==> src/rtl/rxf_pkg.sv <==
package rxf_pkg;

    typedef enum logic [1:0] {
        ST_PLAIN    = 2'd0,
        ST_ESCAPED  = 2'd1,
        ST_BRK_HOLD = 2'd2
    } rxf_state_e;

    typedef struct packed {
        logic perr;
        logic ferr;
        logic brk;
    } rxf_flags_t;

endpackage

==> src/rtl/rxf_classify.sv <==
module rxf_classify #(
    parameter int DATA_W   = 8,
    parameter int NUM_SPEC = 2
) (
    input  logic [DATA_W-1:0]          raw_data,
    input  rxf_pkg::rxf_flags_t        flags,
    input  logic                       escaped,
    input  logic                       cfg_strip,
    input  logic                       cfg_lnext_en,
    input  logic                       cfg_match_err,
    input  logic [NUM_SPEC*DATA_W-1:0] cfg_spec,
    input  logic [DATA_W-1:0]          cfg_lnext_chr,
    output logic [DATA_W-1:0]          clean_data,
    output logic [NUM_SPEC-1:0]        match_vec,
    output logic                       is_lnext
);
    localparam int TOP = DATA_W - 1;

    logic eligible;
    logic any_err;

    always_comb begin
        clean_data = raw_data;
        if (cfg_strip) begin
            clean_data[TOP] = 1'b0;
        end
    end

    assign any_err  = flags.perr | flags.ferr;
    assign eligible = !flags.brk && !escaped && (cfg_match_err || !any_err);
    assign is_lnext = eligible && cfg_lnext_en && (clean_data == cfg_lnext_chr);

    for (genvar i = 0; i < NUM_SPEC; i++) begin : g_cmp
        assign match_vec[i] = eligible && !is_lnext &&
                              (clean_data == cfg_spec[i*DATA_W +: DATA_W]);
    end

endmodule

==> src/rtl/rxf_fsm.sv <==
module rxf_fsm (
    input  logic clk,
    input  logic rst_n,
    input  logic accept,
    input  logic chr_brk,
    input  logic chr_lnext,
    input  logic line_idle,
    input  logic cfg_eob_en,
    output logic escaped,
    output logic eob_pulse
);
    import rxf_pkg::*;

    rxf_state_e state_q, state_d;
    logic       eob_d;
    logic       eob_q;

    always_ff @(posedge clk or negedge rst_n) begin
        if (!rst_n) begin
            state_q <= ST_PLAIN;
            eob_q   <= 1'b0;
        end else begin
            state_q <= state_d;
            eob_q   <= eob_d;
        end
    end

    always_comb begin
        state_d = state_q;
        eob_d   = 1'b0;
        unique case (state_q)
            ST_PLAIN: begin
                if (accept) begin
                    if (chr_brk) begin
                        state_d = cfg_eob_en ? ST_BRK_HOLD : ST_PLAIN;
                    end else if (chr_lnext) begin
                        state_d = ST_ESCAPED;
                    end
                end
            end
            ST_ESCAPED: begin
                if (accept) begin
                    if (chr_brk && cfg_eob_en) begin
                        state_d = ST_BRK_HOLD;
                    end else begin
                        state_d = ST_PLAIN;
                    end
                end
            end
            ST_BRK_HOLD: begin
                if (accept) begin
                    if (!chr_brk) begin
                        eob_d   = 1'b1;
                        state_d = chr_lnext ? ST_ESCAPED : ST_PLAIN;
                    end else if (!cfg_eob_en) begin
                        state_d = ST_PLAIN;
                    end
                end else if (line_idle) begin
                    eob_d   = 1'b1;
                    state_d = ST_PLAIN;
                end
            end
            default: state_d = ST_PLAIN;
        endcase
    end

    assign escaped   = (state_q == ST_ESCAPED);
    assign eob_pulse = eob_q;

endmodule

==> src/rtl/rxf_out_stage.sv <==
module rxf_out_stage #(
    parameter int W = 13
) (
    input  logic         clk,
    input  logic         rst_n,
    input  logic         in_valid,
    output logic         in_ready,
    input  logic [W-1:0] in_payload,
    output logic         out_valid,
    input  logic         out_ready,
    output logic [W-1:0] out_payload
);
    logic         vld_q;
    logic [W-1:0] pay_q;

    assign in_ready = !vld_q || out_ready;

    always_ff @(posedge clk or negedge rst_n) begin
        if (!rst_n) begin
            vld_q <= 1'b0;
            pay_q <= '0;
        end else if (in_valid && in_ready) begin
            vld_q <= 1'b1;
            pay_q <= in_payload;
        end else if (out_ready) begin
            vld_q <= 1'b0;
        end
    end

    assign out_valid   = vld_q;
    assign out_payload = pay_q;

endmodule

==> src/rtl/rx_char_filter.sv <==
module rx_char_filter #(
    parameter int DATA_W   = 8,
    parameter int NUM_SPEC = 2
) (
    input  logic                       clk,
    input  logic                       rst_n,
    input  logic                       cfg_strip,
    input  logic                       cfg_lnext_en,
    input  logic                       cfg_match_err,
    input  logic                       cfg_eob_en,
    input  logic [NUM_SPEC*DATA_W-1:0] cfg_spec,
    input  logic [DATA_W-1:0]          cfg_lnext_chr,
    input  logic                       line_idle,
    input  logic                       in_valid,
    output logic                       in_ready,
    input  logic [DATA_W-1:0]          in_data,
    input  logic                       in_perr,
    input  logic                       in_ferr,
    input  logic                       in_brk,
    output logic                       out_valid,
    input  logic                       out_ready,
    output logic [DATA_W-1:0]          out_data,
    output logic                       out_perr,
    output logic                       out_ferr,
    output logic                       out_brk,
    output logic [NUM_SPEC-1:0]        out_match,
    output logic                       eob_pulse
);
    import rxf_pkg::*;

    localparam int FLAG_W = $bits(rxf_flags_t);
    localparam int PAY_W  = DATA_W + FLAG_W + NUM_SPEC;

    rxf_flags_t           in_flags;
    rxf_flags_t           q_flags;
    logic [DATA_W-1:0]    clean_data;
    logic [NUM_SPEC-1:0]  match_vec;
    logic                 is_lnext;
    logic                 escaped;
    logic                 accept;
    logic [PAY_W-1:0]     pay_in;
    logic [PAY_W-1:0]     pay_out;

    assign in_flags = '{perr: in_perr, ferr: in_ferr, brk: in_brk};
    assign accept   = in_valid && in_ready;

    rxf_classify #(
        .DATA_W   (DATA_W),
        .NUM_SPEC (NUM_SPEC)
    ) u_classify (
        .raw_data      (in_data),
        .flags         (in_flags),
        .escaped       (escaped),
        .cfg_strip     (cfg_strip),
        .cfg_lnext_en  (cfg_lnext_en),
        .cfg_match_err (cfg_match_err),
        .cfg_spec      (cfg_spec),
        .cfg_lnext_chr (cfg_lnext_chr),
        .clean_data    (clean_data),
        .match_vec     (match_vec),
        .is_lnext      (is_lnext)
    );

    rxf_fsm u_fsm (
        .clk        (clk),
        .rst_n      (rst_n),
        .accept     (accept),
        .chr_brk    (in_brk),
        .chr_lnext  (is_lnext),
        .line_idle  (line_idle),
        .cfg_eob_en (cfg_eob_en),
        .escaped    (escaped),
        .eob_pulse  (eob_pulse)
    );

    assign pay_in = {clean_data, in_flags, match_vec};

    rxf_out_stage #(
        .W (PAY_W)
    ) u_out (
        .clk         (clk),
        .rst_n       (rst_n),
        .in_valid    (in_valid),
        .in_ready    (in_ready),
        .in_payload  (pay_in),
        .out_valid   (out_valid),
        .out_ready   (out_ready),
        .out_payload (pay_out)
    );

    assign out_data  = pay_out[PAY_W-1 -: DATA_W];
    assign q_flags   = pay_out[NUM_SPEC +: FLAG_W];
    assign out_match = pay_out[NUM_SPEC-1:0];
    assign out_perr  = q_flags.perr;
    assign out_ferr  = q_flags.ferr;
    assign out_brk   = q_flags.brk;

endmodule

==> config.mk <==
export PLATFORM = sky130hd
export DESIGN_NAME = rx_char_filter
export DESIGN_NICKNAME = d
export VERILOG_FILES = /design/src/rtl/rxf_pkg.sv /design/src/rtl/rxf_classify.sv /design/src/rtl/rxf_fsm.sv /design/src/rtl/rxf_out_stage.sv /design/src/rtl/rx_char_filter.sv
export SDC_FILE = /design/constraint.sdc
export NUM_CORES = 1
export LEC_CHECK = 0
export ABC_CLOCK_PERIOD_IN_PS = 1300
export BUFFER_PORTS_ARGS = -buffer_cell sky130_fd_sc_hd__clkbuf_2
export CAP_MARGIN = 20
export CORE_UTILIZATION = 35
export CTS_CLUSTER_DIAMETER = 30
export DETAILED_ROUTE_END_ITERATION = 16
export HOLD_SLACK_MARGIN = 0.05
export PLACE_DENSITY = 0.67
export SLEW_MARGIN = 0
export SYNTH_ARGS = -nofsm -noshare
export SYNTH_HDL_FRONTEND = slang
export SYNTH_SLANG_ARGS = --single-unit
==> constraint.sdc <==
create_clock -name clk -period 1.3 [get_ports clk]
set_input_delay 0.39 -clock clk [delete_from_list [all_inputs] [get_ports clk]]
set_output_delay 0.39 -clock clk [all_outputs]
set_load 0.02 [all_outputs]
==> impl_metrics.env <==
export IMPL_clkTransAtPathRegs_ns=0.10
export IMPL_violations="negative setup slack"
export IMPL_synth_edff_count=0
export IMPL_setup_violations=3
export IMPL_instances_no_fill=186
export IMPL_worstHoldPathType="in -> reg"
export IMPL_row_count=18
export IMPL_ys_warn_count=0
export IMPL_grt_overflow=0
export IMPL_synth_seq_area_share_pct=44.3
export IMPL_syn_area_um2=961
export IMPL_ctsRootBufferMaster="clkbuf_4"
export IMPL_worstSetupPathType="reg -> out"
export IMPL_place_inst=180
export IMPL_ctsHtreeMaxLevel=1
export IMPL_grt_max_degree=18
export IMPL_port_buffers=59
export IMPL_utilization_pct=57.5
export IMPL_slew_viol_final=0
export IMPL_die_h_um=54.4
export IMPL_vias=898
export IMPL_drt_iter0_markers=14
export IMPL_area_growth_pct=52.3
export IMPL_syn_inst=83
export IMPL_p_leak_nw=0.732
export IMPL_ios=60
export IMPL_vdd_ir_drop_max_v=0.000560
export IMPL_maxCapViolCount=0
export IMPL_dr_pass1_iters=4
export IMPL_arrival_ns=1.01
export IMPL_p_int_w=0.000908
export IMPL_critPathLaunchType="flop"
export IMPL_hpwl_um=1860
export IMPL_worstSetupEndpointType="primary output"
export IMPL_drive_gt1_share_pct=55.8
export IMPL_synthArstFlopShare_pct=100
export IMPL_drtAntennaViolNets=0
export IMPL_cts_tree="yes"
export IMPL_cts_buffers=3
export IMPL_dieArea_um2=2960
export IMPL_seq_power_share_pct=45.9
export IMPL_power_switching_w=0.000424
export IMPL_power_density_nw_per_um2=910
export IMPL_grt_antenna_before_repair=0
export IMPL_yosysTopAreaCellShare_pct=44.3
export IMPL_worst_pin_slew_ns=0.428
export IMPL_routed_via_density=4.83
export IMPL_drc=0
export IMPL_drt_wl_total_um=2350
export IMPL_slew_headroom_pct=71.3
export IMPL_synth_largest_area_cell="dfrtp_1"
export IMPL_syn_avg_cell_area_um2=11.6
export IMPL_gp_congestion=0.675
export IMPL_syn_nets=127
export IMPL_setup_slack_ns=-0.102
export IMPL_ys_types=26
export IMPL_stdcell_area_um2=1460
export IMPL_yosys_register_bits=17
export IMPL_wl_per_cell_um=12.6
export IMPL_synthTopCellsByArea="dfrtp_1 (44%), xor2_1 (14%), xnor2_1 (8.2%)"
export IMPL_place_area_um2=1360
export IMPL_worst_hold_startpoint="in_perr"
export IMPL_cts_path_max_buffers=2
export IMPL_fin_crit_sh_pct=108
export IMPL_die_w_um=54.4
export IMPL_ys_flop_type="dfrtp_1"
export IMPL_cp_required_ns=0.91
export IMPL_grtUsageTotal_pct=18.3
export IMPL_combPwrFrac_pct=32.0
export IMPL_numClockSinks=17
export IMPL_timing_setup_tns_ns=-0.199
export IMPL_rsz0062_at_grt="true"
export IMPL_insertion_delay_ns=0.30
export IMPL_switching_share_pct=31.8
export IMPL_crit_path_max_fanout=2
export IMPL_finalHoldViolCount=0
export IMPL_n_antenna_cell=0
export IMPL_r2r_start="u_out.out_valid"
export IMPL_outcome="finished with violations"
export IMPL_crit_start="u_out.out_valid"
export IMPL_p_clk_share_pct=22.0
export IMPL_grt_first_pass_wirelength_um=3820
export IMPL_core_area_um2=2540
export IMPL_max_clock_freq_mhz=713
export IMPL_period_needed_ns=1.40
export IMPL_finalClockSkew_ns=0.00104
export IMPL_nets=201
export IMPL_start_util_pct=37.8
export IMPL_grt_pass1_vias=896
export IMPL_power_total_w=0.00133
==> synthesized netlist by cell type, types with 2 or more instances <==
master / instances
nand2_1: 4
xnor2_1: 9
nor2b_1: 2
a21oi_1: 2
nand4_1: 2
mux2_2: 6
mux2_1: 4
xor2_1: 15
nand3_1: 2
dfrtp_1: 17
nor3_1: 3
o31ai_1: 2
nor4_1: 2
==> layer usage <==
| layer | wire (um) | up-vias | global-route usage, % |
|---|---|---|---|
| li1 | - | 434 | - |
| met1 | 945 | 420 | 21.6 |
| met2 | 1200 | 40 | 32.5 |
| met3 | 173 | 4 | 3.61 |
| met4 | 31 | 0 | 6.41 |
| met5 | 0 | - | 0 |
==> per-stage QoR <==
stage	hold slack, ns	setup slack (ns)
after floorplan	0.0944	-0.145
after global placement	0.346	-0.171
after detailed placement	0.354	-0.270
after CTS	0.326	-0.127
after global routing	0.330	-0.140
final	0.321	-0.102
==> kinds of logic after synthesis <==
group / count (synthesis) / synth area share (%)
buffers and inverters: 2 / 0.911
DFF: 17 / 44.3
xor gates and xnor gates: 24 / 21.9
and+or+nand+nor: 21 / 14.5
muxes: 11 / 12.8
AOI/OAI and AO/OA: 8 / 5.73
==> registers in the layout (all words and copies together) (netlist names) <==
signal / flops
u_out.out_valid: 1
u_fsm.state_q: 2
u_fsm.eob_pulse: 1
u_out.out_payload: 13
==> worst paths after layout <==
path | end | slack [ns] | depth (start not counted)
worst min register to register | u_out.out_payload[2] | 0.50 | 2
worst min-delay path | u_out.out_payload[4] | 0.32 | 2
worst max-delay path | in_ready | -0.10 | 3
min in group asynchronous | u_out.out_payload[5] | 0.55 | 2
max in group asynchronous | u_out.out_valid | 0.43 | 2
worst max register to register | u_out.out_payload[0] | -0.06 | 4
==> cell usage in the layout (no fill, tap or decap), types with 2 or more instances in the layout <==
cell / synthesis / final
a21oi_1: 2 / 2
buf_4: 0 / 8
buf_6: 0 / 2
clkbuf_2: 0 / 57
clkbuf_4: 0 / 3
dfrtp_1: 17 / 16
mux2_1: 4 / 4
mux2_2: 6 / 6
nand2_1: 4 / 4
nand3_1: 2 / 2
nand4_1: 2 / 2
nor2b_1: 2 / 2
nor3_1: 3 / 2
o31ai_4: 0 / 2
xnor2_1: 9 / 9
xor2_1: 15 / 15
==> cell type report <==
type	instances	area (um^2)
fill	238	1080
multi-input combinational	64	572
sequential	17	427
clock buffer	4	26.3
timing repair buffer	70	398
inverter	1	3.75
tap	30	37.5
==> repair_timing <==
action / 4_1_cts / 5_1_grt
buffers inserted: 1 / 0
hold buffers: 1 / 0
gates resized for setup: 6 / 7
endpoints found under the setup margin: 3 / 5
hold endpoints to repair: 17 / 0
cloned: 0 / 0
==> power groups by stage <==
stage | sequential, W | combinational [W] | clock [W]
final | 0.000612 | 0.000426 | 0.000294
after global routing | 0.000620 | 0.000468 | 0.000314
after CTS | 0.000612 | 0.000422 | 0.000294
after detailed placement | 0.000622 | 0.000408 | 0
after global placement | 0.000621 | 0.000401 | 0
after floorplan | 0.000687 | 0.000143 | 0
==> critical path, stage by stage, from the launching register on <==
cell and delay, ns:
dfrtp_2 0.43, nand2b_4 0.09, buf_6 0.10, buf_8 0.10
Power figures use the tool's default switching activity.
